**src/rtl/clkfr_pkg.sv**
```systemverilog
package clkfr_pkg;

    // aggregator channel numbers inside the group vector
    localparam int GRP_W         = 64;
    localparam int CH_PLL1_SLIP  = 10;
    localparam int CH_OSC_FAIL   = 11;
    localparam int CH_PLL2_SLIP  = 42;

    // internal flag indices
    localparam int NUM_ERR  = 3;
    localparam int ERR_PLL1 = 0;
    localparam int ERR_OSC  = 1;
    localparam int ERR_PLL2 = 2;

    // slip status indices
    localparam int NUM_SLIP = 2;
    localparam int SLIP_REF = 0;
    localparam int SLIP_FB  = 1;

    // fault input indices
    localparam int NUM_FAULT_IN = 4;
    localparam int FI_REF  = 0;
    localparam int FI_FB   = 1;
    localparam int FI_PLL2 = 2;
    localparam int FI_OSC  = 3;

    typedef enum logic [1:0] {
        BYP_ON_A = 2'b00,
        BYP_ON_B = 2'b01,
        BYP_OFF  = 2'b10,
        BYP_ON_C = 2'b11
    } byp_code_e;

    typedef struct packed {
        logic      rst_on_osc;
        logic      rst_on_slip;
        byp_code_e byp;
    } ctrl_t;

    localparam int REG_AW = 2;
    localparam int REG_DW = $bits(ctrl_t);

    localparam logic [REG_AW-1:0] ADDR_CTRL = 2'd0;
    localparam logic [REG_AW-1:0] ADDR_SLIP = 2'd1;
    localparam logic [REG_AW-1:0] ADDR_ERR  = 2'd2;
    localparam logic [REG_AW-1:0] ADDR_EN   = 2'd3;

    localparam ctrl_t CTRL_DEFAULT = '{rst_on_osc: 1'b0, rst_on_slip: 1'b0, byp: BYP_ON_A};

    typedef struct packed {
        logic                en;
        logic [REG_AW-1:0]   addr;
        logic [REG_DW-1:0]   data;
    } reg_wr_t;

    typedef struct packed {
        logic [NUM_SLIP-1:0] slip_set;
        logic [NUM_ERR-1:0]  err_set;
        logic                osc_sel_set;
    } react_t;

    function automatic logic byp_active(byp_code_e c);
        return c != BYP_OFF;
    endfunction

    function automatic int err_channel(int idx);
        case (idx)
            ERR_PLL1: return CH_PLL1_SLIP;
            ERR_OSC:  return CH_OSC_FAIL;
            default:  return CH_PLL2_SLIP;
        endcase
    endfunction

    function automatic logic [GRP_W-1:0] map_to_group(logic [NUM_ERR-1:0] f);
        logic [GRP_W-1:0] v;
        v = '0;
        for (int i = 0; i < NUM_ERR; i++) begin
            v[err_channel(i)] = f[i];
        end
        return v;
    endfunction

endpackage

```
**src/rtl/clkfr_evsync.sv**
```systemverilog
module clkfr_evsync #(
    parameter int N      = 4,
    parameter int STAGES = 2
) (
    input  logic         clk_i,
    input  logic         rst_i,
    input  logic [N-1:0] async_i,
    output logic [N-1:0] rise_o
);

    localparam int SH_W = STAGES + 1;

    for (genvar g = 0; g < N; g++) begin : g_line
        logic [SH_W-1:0] sh_q;

        always_ff @(posedge clk_i) begin
            if (rst_i) begin
                sh_q <= '0;
            end else begin
                sh_q <= {sh_q[SH_W-2:0], async_i[g]};
            end
        end

        assign rise_o[g] = sh_q[STAGES-1] & ~sh_q[STAGES];


        single_rise_chk: assert property (@(posedge clk_i) disable iff (rst_i)
            rise_o[g] |=> !rise_o[g]);
    end

endmodule

```
**src/rtl/clkfr_react.sv**
```systemverilog
module clkfr_react
    import clkfr_pkg::*;
(
    input  logic                    clk_i,
    input  logic                    rst_i,
    input  logic [NUM_FAULT_IN-1:0] ev_i,
    input  ctrl_t                   cfg_i,
    output react_t                  act_o,
    output logic                    rst_req_o
);

    logic slip_any;
    logic byp_en;
    logic req_d;
    logic rst_req_q;

    assign slip_any = ev_i[FI_REF] | ev_i[FI_FB];
    assign byp_en   = byp_active(cfg_i.byp);

    always_comb begin
        act_o                     = '0;
        act_o.slip_set[SLIP_REF]  = ev_i[FI_REF];
        act_o.slip_set[SLIP_FB]   = ev_i[FI_FB];
        act_o.err_set[ERR_PLL1]   = slip_any & byp_en;
        act_o.err_set[ERR_OSC]    = ev_i[FI_OSC];
        act_o.err_set[ERR_PLL2]   = ev_i[FI_PLL2];
        act_o.osc_sel_set         = slip_any & byp_en;
        req_d = (slip_any & byp_en & cfg_i.rst_on_slip)
              | (ev_i[FI_OSC] & cfg_i.rst_on_osc);
    end

    always_ff @(posedge clk_i) begin
        if (rst_i) begin
            rst_req_q <= 1'b0;
        end else begin
            rst_req_q <= req_d;
        end
    end

    assign rst_req_o = rst_req_q;


    bypass_off_quiet_chk: assert property (@(posedge clk_i) disable iff (rst_i)
        (slip_any && cfg_i.byp == BYP_OFF && !ev_i[FI_OSC]) |=> !rst_req_o);


    slip_reset_chk: assert property (@(posedge clk_i) disable iff (rst_i)
        (slip_any && cfg_i.byp != BYP_OFF && cfg_i.rst_on_slip) |=> rst_req_o);


    osc_reset_chk: assert property (@(posedge clk_i) disable iff (rst_i)
        (ev_i[FI_OSC] && cfg_i.rst_on_osc) |=> rst_req_o);

endmodule

```
**src/rtl/clkfr_regs.sv**
```systemverilog
module clkfr_regs
    import clkfr_pkg::*;
(
    input  logic                clk_i,
    input  logic                rst_i,
    input  logic                soft_rst_i,
    input  reg_wr_t             wr_i,
    input  logic [REG_AW-1:0]   rd_addr_i,
    input  logic [NUM_SLIP-1:0] slip_set_i,
    input  logic                osc_sel_set_i,
    input  logic [NUM_ERR-1:0]  err_flags_i,
    output ctrl_t               cfg_o,
    output logic [NUM_ERR-1:0]  irq_en_o,
    output logic [NUM_ERR-1:0]  err_clr_o,
    output logic                osc_sel_o,
    output logic [REG_DW-1:0]   rdata_o
);

    ctrl_t               ctrl_q;
    logic [NUM_SLIP-1:0] status_q, status_d, status_clr;
    logic                osc_sel_q, osc_sel_d;
    logic [NUM_ERR-1:0]  en_q;
    logic                wr_slip;

    assign wr_slip    = wr_i.en && wr_i.addr == ADDR_SLIP;
    assign status_clr = wr_slip ? wr_i.data[NUM_SLIP-1:0] : '0;
    assign err_clr_o  = (wr_i.en && wr_i.addr == ADDR_ERR) ? wr_i.data[NUM_ERR-1:0] : '0;

    always_comb begin
        if (soft_rst_i) begin
            status_d  = '0;
            osc_sel_d = 1'b0;
        end else begin
            status_d = (status_q & ~status_clr) | slip_set_i;
            if (osc_sel_set_i) begin
                osc_sel_d = 1'b1;
            end else if (status_d == '0) begin
                osc_sel_d = 1'b0;
            end else begin
                osc_sel_d = osc_sel_q;
            end
        end
    end

    always_ff @(posedge clk_i) begin
        if (rst_i) begin
            ctrl_q    <= CTRL_DEFAULT;
            status_q  <= '0;
            osc_sel_q <= 1'b0;
            en_q      <= '0;
        end else begin
            status_q  <= status_d;
            osc_sel_q <= osc_sel_d;
            if (soft_rst_i) begin
                ctrl_q <= CTRL_DEFAULT;
            end else if (wr_i.en && wr_i.addr == ADDR_CTRL) begin
                ctrl_q <= ctrl_t'(wr_i.data);
            end
            if (wr_i.en && wr_i.addr == ADDR_EN) begin
                en_q <= wr_i.data[NUM_ERR-1:0];
            end
        end
    end

    always_comb begin
        case (rd_addr_i)
            ADDR_CTRL: rdata_o = REG_DW'(ctrl_q);
            ADDR_SLIP: rdata_o = REG_DW'(status_q);
            ADDR_ERR:  rdata_o = REG_DW'(err_flags_i);
            default:   rdata_o = REG_DW'(en_q);
        endcase
    end

    assign cfg_o     = ctrl_q;
    assign irq_en_o  = en_q;
    assign osc_sel_o = osc_sel_q;


    slip_status_set_chk: assert property (@(posedge clk_i) disable iff (rst_i)
        (slip_set_i[SLIP_REF] && !soft_rst_i) |=> status_q[SLIP_REF]);


    osc_sel_hold_chk: assert property (@(posedge clk_i) disable iff (rst_i)
        (osc_sel_q && !soft_rst_i && !wr_slip) |=> osc_sel_q);


    soft_rst_clear_chk: assert property (@(posedge clk_i) disable iff (rst_i)
        soft_rst_i |=> (status_q == '0 && !osc_sel_q && ctrl_q == CTRL_DEFAULT));

endmodule

```
**src/rtl/clkfr_errflags.sv**
```systemverilog
module clkfr_errflags
    import clkfr_pkg::*;
(
    input  logic               clk_i,
    input  logic               rst_i,
    input  logic [NUM_ERR-1:0] err_set_i,
    input  logic [NUM_ERR-1:0] err_clr_i,
    input  logic [NUM_ERR-1:0] irq_en_i,
    output logic [NUM_ERR-1:0] flags_o,
    output logic [GRP_W-1:0]   grp_o,
    output logic               irq_o
);

    logic [NUM_ERR-1:0] flags_q;

    always_ff @(posedge clk_i) begin
        if (rst_i) begin
            flags_q <= '0;
        end else begin
            flags_q <= (flags_q & ~err_clr_i) | err_set_i;
        end
    end

    assign flags_o = flags_q;
    assign grp_o   = map_to_group(flags_q);
    assign irq_o   = |(flags_q & irq_en_i);

    for (genvar i = 0; i < NUM_ERR; i++) begin : g_flag

        sticky_flag_chk: assert property (@(posedge clk_i) disable iff (rst_i)
            (flags_q[i] && !err_clr_i[i]) |=> flags_q[i]);


        set_over_clr_chk: assert property (@(posedge clk_i) disable iff (rst_i)
            (err_set_i[i] && err_clr_i[i]) |=> flags_q[i]);
    end


    pll2_flag_chk: assert property (@(posedge clk_i) disable iff (rst_i)
        err_set_i[ERR_PLL2] |=> grp_o[CH_PLL2_SLIP]);

endmodule

```
**src/rtl/clk_fault_ctrl.sv**
```systemverilog
module clk_fault_ctrl
    import clkfr_pkg::*;
#(
    parameter int SYNC_STAGES = 2
) (
    input  logic              clk_i,
    input  logic              rst_i,
    input  logic              soft_rst_i,
    input  logic              pll1_ref_slip_i,
    input  logic              pll1_fb_slip_i,
    input  logic              pll2_slip_i,
    input  logic              osc_fail_i,
    input  logic              reg_wr_i,
    input  logic [REG_AW-1:0] reg_addr_i,
    input  logic [REG_DW-1:0] reg_wdata_i,
    output logic [REG_DW-1:0] reg_rdata_o,
    output logic              clk_src_osc_o,
    output logic              rst_req_o,
    output logic [GRP_W-1:0]  grp1_err_o,
    output logic              err_irq_o
);

    logic [NUM_FAULT_IN-1:0] raw_fault;
    logic [NUM_FAULT_IN-1:0] fault_ev;
    reg_wr_t                 wr;
    ctrl_t                   cfg;
    react_t                  act;
    logic [NUM_ERR-1:0]      flags;
    logic [NUM_ERR-1:0]      irq_en;
    logic [NUM_ERR-1:0]      err_clr;

    assign raw_fault[FI_REF]  = pll1_ref_slip_i;
    assign raw_fault[FI_FB]   = pll1_fb_slip_i;
    assign raw_fault[FI_PLL2] = pll2_slip_i;
    assign raw_fault[FI_OSC]  = osc_fail_i;

    assign wr = '{en: reg_wr_i, addr: reg_addr_i, data: reg_wdata_i};

    clkfr_evsync #(.N(NUM_FAULT_IN), .STAGES(SYNC_STAGES)) u_sync (
        .clk_i   (clk_i),
        .rst_i   (rst_i),
        .async_i (raw_fault),
        .rise_o  (fault_ev)
    );

    clkfr_react u_react (
        .clk_i     (clk_i),
        .rst_i     (rst_i),
        .ev_i      (fault_ev),
        .cfg_i     (cfg),
        .act_o     (act),
        .rst_req_o (rst_req_o)
    );

    clkfr_regs u_regs (
        .clk_i         (clk_i),
        .rst_i         (rst_i),
        .soft_rst_i    (soft_rst_i),
        .wr_i          (wr),
        .rd_addr_i     (reg_addr_i),
        .slip_set_i    (act.slip_set),
        .osc_sel_set_i (act.osc_sel_set),
        .err_flags_i   (flags),
        .cfg_o         (cfg),
        .irq_en_o      (irq_en),
        .err_clr_o     (err_clr),
        .osc_sel_o     (clk_src_osc_o),
        .rdata_o       (reg_rdata_o)
    );

    clkfr_errflags u_err (
        .clk_i     (clk_i),
        .rst_i     (rst_i),
        .err_set_i (act.err_set),
        .err_clr_i (err_clr),
        .irq_en_i  (irq_en),
        .flags_o   (flags),
        .grp_o     (grp1_err_o),
        .irq_o     (err_irq_o)
    );


    switch_on_slip_chk: assert property (@(posedge clk_i) disable iff (rst_i)
        (act.osc_sel_set && !soft_rst_i) |=> (clk_src_osc_o && grp1_err_o[CH_PLL1_SLIP]));


    irq_gate_chk: assert property (@(posedge clk_i) disable iff (rst_i)
        (grp1_err_o == '0) |-> !err_irq_o);

endmodule

```
**config.mk**
```make
export PLATFORM = sky130hd
export DESIGN_NAME = clk_fault_ctrl
export DESIGN_NICKNAME = d
export VERILOG_FILES = /design/src/rtl/clkfr_pkg.sv /design/src/rtl/clkfr_evsync.sv /design/src/rtl/clkfr_react.sv /design/src/rtl/clkfr_regs.sv /design/src/rtl/clkfr_errflags.sv /design/src/rtl/clk_fault_ctrl.sv
export SDC_FILE = /design/constraint.sdc
export NUM_CORES = 1
export LEC_CHECK = 0
export BUFFER_PORTS_ARGS = -buffer_cell sky130_fd_sc_hd__buf_2
export CAP_MARGIN = 10
export CORE_ASPECT_RATIO = 1.75
export CORE_MARGIN = 2
export CORE_UTILIZATION = 43
export CTS_CLUSTER_DIAMETER = 80
export DETAILED_ROUTE_END_ITERATION = 10
export PLACE_DENSITY = 0.79
export SLEW_MARGIN = 20
export SYNTH_ARGS = -nofsm -noshare
export SYNTH_HDL_FRONTEND = slang
export SYNTH_SLANG_ARGS = --single-unit
```
**constraint.sdc**
```tcl
create_clock -name clk_i -period 1.2 [get_ports clk_i]
set_clock_uncertainty 0.15 [all_clocks]
set_input_delay 0.06 -clock clk_i [delete_from_list [all_inputs] [get_ports clk_i]]
set_output_delay 0.06 -clock clk_i [all_outputs]
set_load 0.1 [all_outputs]
```
; Word-level counts from Yosys, hierarchy flattened
; Cells that the tools add are included.
[totals]
regBits = 26
input_bits = 14
[classes]
mux = 5
n_bitwise = 20
eq_ne = 4
reduce_logical = 9
[op_table]
columns = op, n
row1 = $pmux W4 S3, 1
row2 = $and A1 B1 Y1, 7
row3 = $and A3 B3 Y3, 2
row4 = $eq A2 B2 Y1 const B, 2
row5 = $logic_and A1 B1 Y1, 4
row6 = $logic_not A2 Y1, 2
row7 = $not A1 Y1, 4
row8 = $mux W3, 1
row9 = $not A3 Y3, 1
row10 = $or A3 B3 Y3, 1
row11 = $reduce_or A3 Y1, 1
row12 = $and A2 B2 Y2, 1
row13 = $eq A2 B1 Y1 const B, 1
row14 = $mux W1, 2
row15 = $mux W2, 1
row16 = $ne A2 B2 Y1 const B, 1
row17 = $not A2 Y2, 1
row18 = $or A1 B1 Y1, 2
row19 = $or A2 B2 Y2, 1
row20 = $reduce_bool A2 Y1, 1
row21 = $reduce_or A2 Y1, 1

; Longest topological paths before layout
[logic_depth]
word_depth = 9
ltp_mapped = 4

; By module
; From an unflattened synthesis, not the netlist that was laid out.
[unflattened]
cells_unflattened = 168
area_unflattened_um2 = 1577.8
[by_module_without_submodules]
columns = mod, area_per_inst_um2, seq_area_each_um2, cells_each, n_inst
row1 = clkfr_errflags, 603.1, 60.1, 79, 1
row2 = clkfr_regs, 485.5, 200.2, 48, 1
row3 = clkfr_evsync, 391.6, 240.2, 29, 1
row4 = clkfr_react, 97.6, 20.0, 12, 1

; Worst setup path before layout
; Ideal clock, no wire load.
[synth_path]
path_type = reg-to-output
startpoint = register u_err.flags_q[2] (netlist: u_err.flags_o[2])
endpoint = output port reg_rdata_o[2]
path_slack_ns = -1.008
arrival_time_ns = 1.998
t_required_ns = 0.990
stages_incl_launch_ff = 3
path_cell_list = dfxtp_1 > mux2_2 > a22o_1
[synth_via]
elab_chain_len = 1
[synth_rtl]
columns = element, line_no
row1 = "start, declared", clkfr_errflags.sv:14  ; logic [NUM_ERR-1:0] flags_q;
row2 = "start signal, assigned", clkfr_errflags.sv:20  ; flags_q <= (flags_q & ~err_clr_i) | err_set_i;
row3 = $pmux W4 S3, clkfr_regs.sv:66  ; case (rd_addr_i)
row4 = "end, declared", clk_fault_ctrl.sv:16  ; output logic [REG_DW-1:0] reg_rdata_o,
; No other way between the ends.

; Worst setup path after layout
[layout_path]
startpoint = register u_err.flags_q[1] (netlist: u_err.flags_o[1])
endpoint = output port reg_rdata_o[1]
; The elaborated chain is that of the path after synthesis.

==> results_dict.tcl <==
set metrics [dict create \
    clk_latency_ns 0.26 \
    die_w_um 48.11 \
    synthFlopType "dfxtp_1" \
    yosysUniqueCellTypes 28 \
    core_area_um2 3328 \
    grt_pass1_wl_mm 3.953 \
    synthArstFlopShare_pct 0 \
    drive_gt1_share_pct 29.15 \
    synth_area_um2 1464 \
    fin_cells 244 \
    setup_slack_ns -0.2912 \
    final_nets 215 \
    cp_data_required_time_ns 0.99 \
    cp_max_fo 4 \
    synth_top_area_share_pct 35.56 \
    r2r_setup_slack_ns 0.04 \
    hold_end "u_err.flags_o[2]" \
    min_from "rst_i" \
    p_int_uw 1262 \
    ys_warn_count 0 \
    clock-sinks 26 \
    min_path_cells 3 \
    combPwrFrac_pct 46.0 \
    crit_type "register to output port" \
    synth_area_leader_cell "dfxtp_1" \
    reg2reg_to "u_regs.osc_sel_o" \
    fp-row-count 28 \
    antenna_found_initial 0 \
    io_buffers 23 \
    placedCellCount 230 \
    r2r_cells 3 \
    regArea_um2 538.0 \
    period_share_pct 124.3 \
    p_leak_uw 0.0008477 \
    viasPerCell 4.156 \
    finalCriticalPeriod_ns 1.491 \
    die-area_um2 3905 \
    first_iter_violations 17 \
    grt_overflow 0 \
    drt-pass1-iter-count 4 \
    gp_congestion 0.7935 \
    cts_tree "yes" \
    htree_levels 1 \
    fillers 295 \
    netlist_instances 157 \
    drc 0 \
    switching_share_pct 50.10 \
    arrival_ns 1.28 \
    die_h_um 81.19 \
    ios 85 \
    synth.area.top_cells "dfxtp_1, buf_4, nor2b_1" \
    synth-edff-count 0 \
    fmax_ghz 0.6706 \
    status "finished, violations left" \
    power_frac_clock_pct 18.2 \
    hold_slack_ns 0.04309 \
    powerDensity_nw_per_um2 1405 \
    setup_viol 4 \
    cts_buffers 3 \
    num_antenna_cells 0 \
    area_growth_pct 22.91 \
    hold_class "input pin to register" \
    finalHoldViolCount 0 \
    peakVddDrop_mv 0.8919 \
    cts.clk_slew.worst_paths_ns 0.08 \
    cp-end-kind "output port" \
    first_global_vias 964 \
    ant_nets 0 \
    track_usage_pct 14.53 \
    wl_per_cell_um 11.53 \
    start_kind "register" \
    drv_slew 0 \
    cts-root-buf "clkbuf_8" \
    clockBufferDepth 2 \
    power.share.sequential_pct 35.7 \
    final_core_util_pct 54.06 \
    vias 1014 \
    violations "setup timing" \
    initial_core_util_pct 43.98 \
    cap_violations 0 \
    synth_area_per_cell_um2 9.324 \
    grt_max_degree 20 \
    synth-seq-cells 26 \
    multi_input_area_um2 705.7 \
    rsz0062_at_grt "true" \
    p_switching_uw 1267 \
    dp_hpwl_mm 1.991 \
    ys_seq_area_share_pct 35.56 \
    r2r_start "u_sync.g_line[1].sh_q[1]" \
    wl_mm 2.814 \
]
==> layer usage <==
metal	GRT usage (%)	part of all wire [%]
met2	28.93	57
met4	9.730	1.5
met1	11.40	33
met3	1.556	8.4
met5	0	0
==> synth_stat cells, types with 2 or more instances <==
master,n
dfxtp_1,26
nand4b_1,3
buf_4,61
nor2b_1,15
buf_6,2
mux2i_1,7
a21oi_1,6
o21ai_0,2
nor2_1,11
clkbuf_1,2
inv_1,5
==> registers in the layout, summed over array words and instances (netlist names) <==
register	cells
u_react.rst_req_o	1
u_sync.g_line.sh_q	12
u_regs.status_q	2
u_regs.osc_sel_o	1
u_regs.cfg_o	4
u_regs.irq_en_o	3
u_err.flags_o	3
==> power by group through the flow <==
stage | Combinational, uW | Clock, uW | Sequential (uW)
3_5_place_dp | 1110 | 0 | 922
4_1_cts | 1150 | 482 | 903
2_1_floorplan | 1110 | 0 | 969
5_1_grt | 1190 | 517 | 908
6_report | 1160 | 461 | 904
3_3_place_gp | 1100 | 0 | 920
==> worst max-delay path, cell delays in order (launching register included) <==
cell and delay (ns):
dfxtp_4 0.36, mux4_2 0.46, buf_6 0.20
==> logic make-up after synthesis <==
kind of cell / after synthesis / share of synthesized area (%)
compound gates: 13 / 5.642
other cells: 1 / 0.2562
simple gates: 36 / 14.70
buf+inv: 71 / 34.96
flops: 26 / 35.56
mux: 10 / 8.889
==> what timing repair did <==
item	in CTS	in global routing
hold buffers	10	0
buffers inserted	1	0
pin swaps	2	2
endpoints found under the setup margin	5	8
cloned	0	0
endpoints found under the hold margin	13	0
resized for setup	12	9
==> stage by stage <==
step	instance area, um^2	TNS, ns	power (uW)	setup WS (ns)
6_report	1799	-1.111	2529	-0.2912
5_1_grt	1799	-1.272	2617	-0.3339
4_1_cts	1767	-1.279	2532	-0.2963
3_5_place_dp	1577	-0.5206	2029	-0.1085
3_3_place_gp	1577	-0.4384	2023	-0.08286
2_1_floorplan	1710	-0.5810	2079	-0.2110
==> cell type report <==
type                            instances  area share, %
Timing Repair Buffer                   45          24.41
Inverter                                5          1.043
Multi-Input combinational cell        120          39.22
Sequential cell                        26          29.90
Clock buffer                            3          2.295
Tap cell                               45          3.129
==> placed cells by master, fill, tap and decap left out, types with 2 or more instances in the layout <==
master	count
buf_2	13
dlygate4sd3_1	9
nor2b_1	13
buf_4	10
buf_6	5
inv_1	3
mux4_2	2
nor2b_4	2
dfxtp_2	2
mux2i_1	7
clkbuf_8	3
nor2_1	11
dfxtp_1	20
o21ai_0	2
nand4b_1	3
dfxtp_4	4
inv_2	2
conb_1	61
buf_12	7
a21oi_1	5
==> worst max-delay path by stage <==
stage                             startpoint                to  slack [ns]
floorplan                   u_err.flags_o[1]    reg_rdata_o[1]       -0.21
global placement    u_sync.g_line[0].sh_q[1]  u_regs.osc_sel_o       -0.08
detailed placement  u_sync.g_line[0].sh_q[1]  u_regs.osc_sel_o       -0.11
CTS                         u_err.flags_o[1]    reg_rdata_o[1]       -0.30
global route                u_err.flags_o[1]    reg_rdata_o[1]       -0.33
finish                      u_err.flags_o[1]    reg_rdata_o[1]       -0.29
No activity file was read; power rests on OpenSTA's default activity.
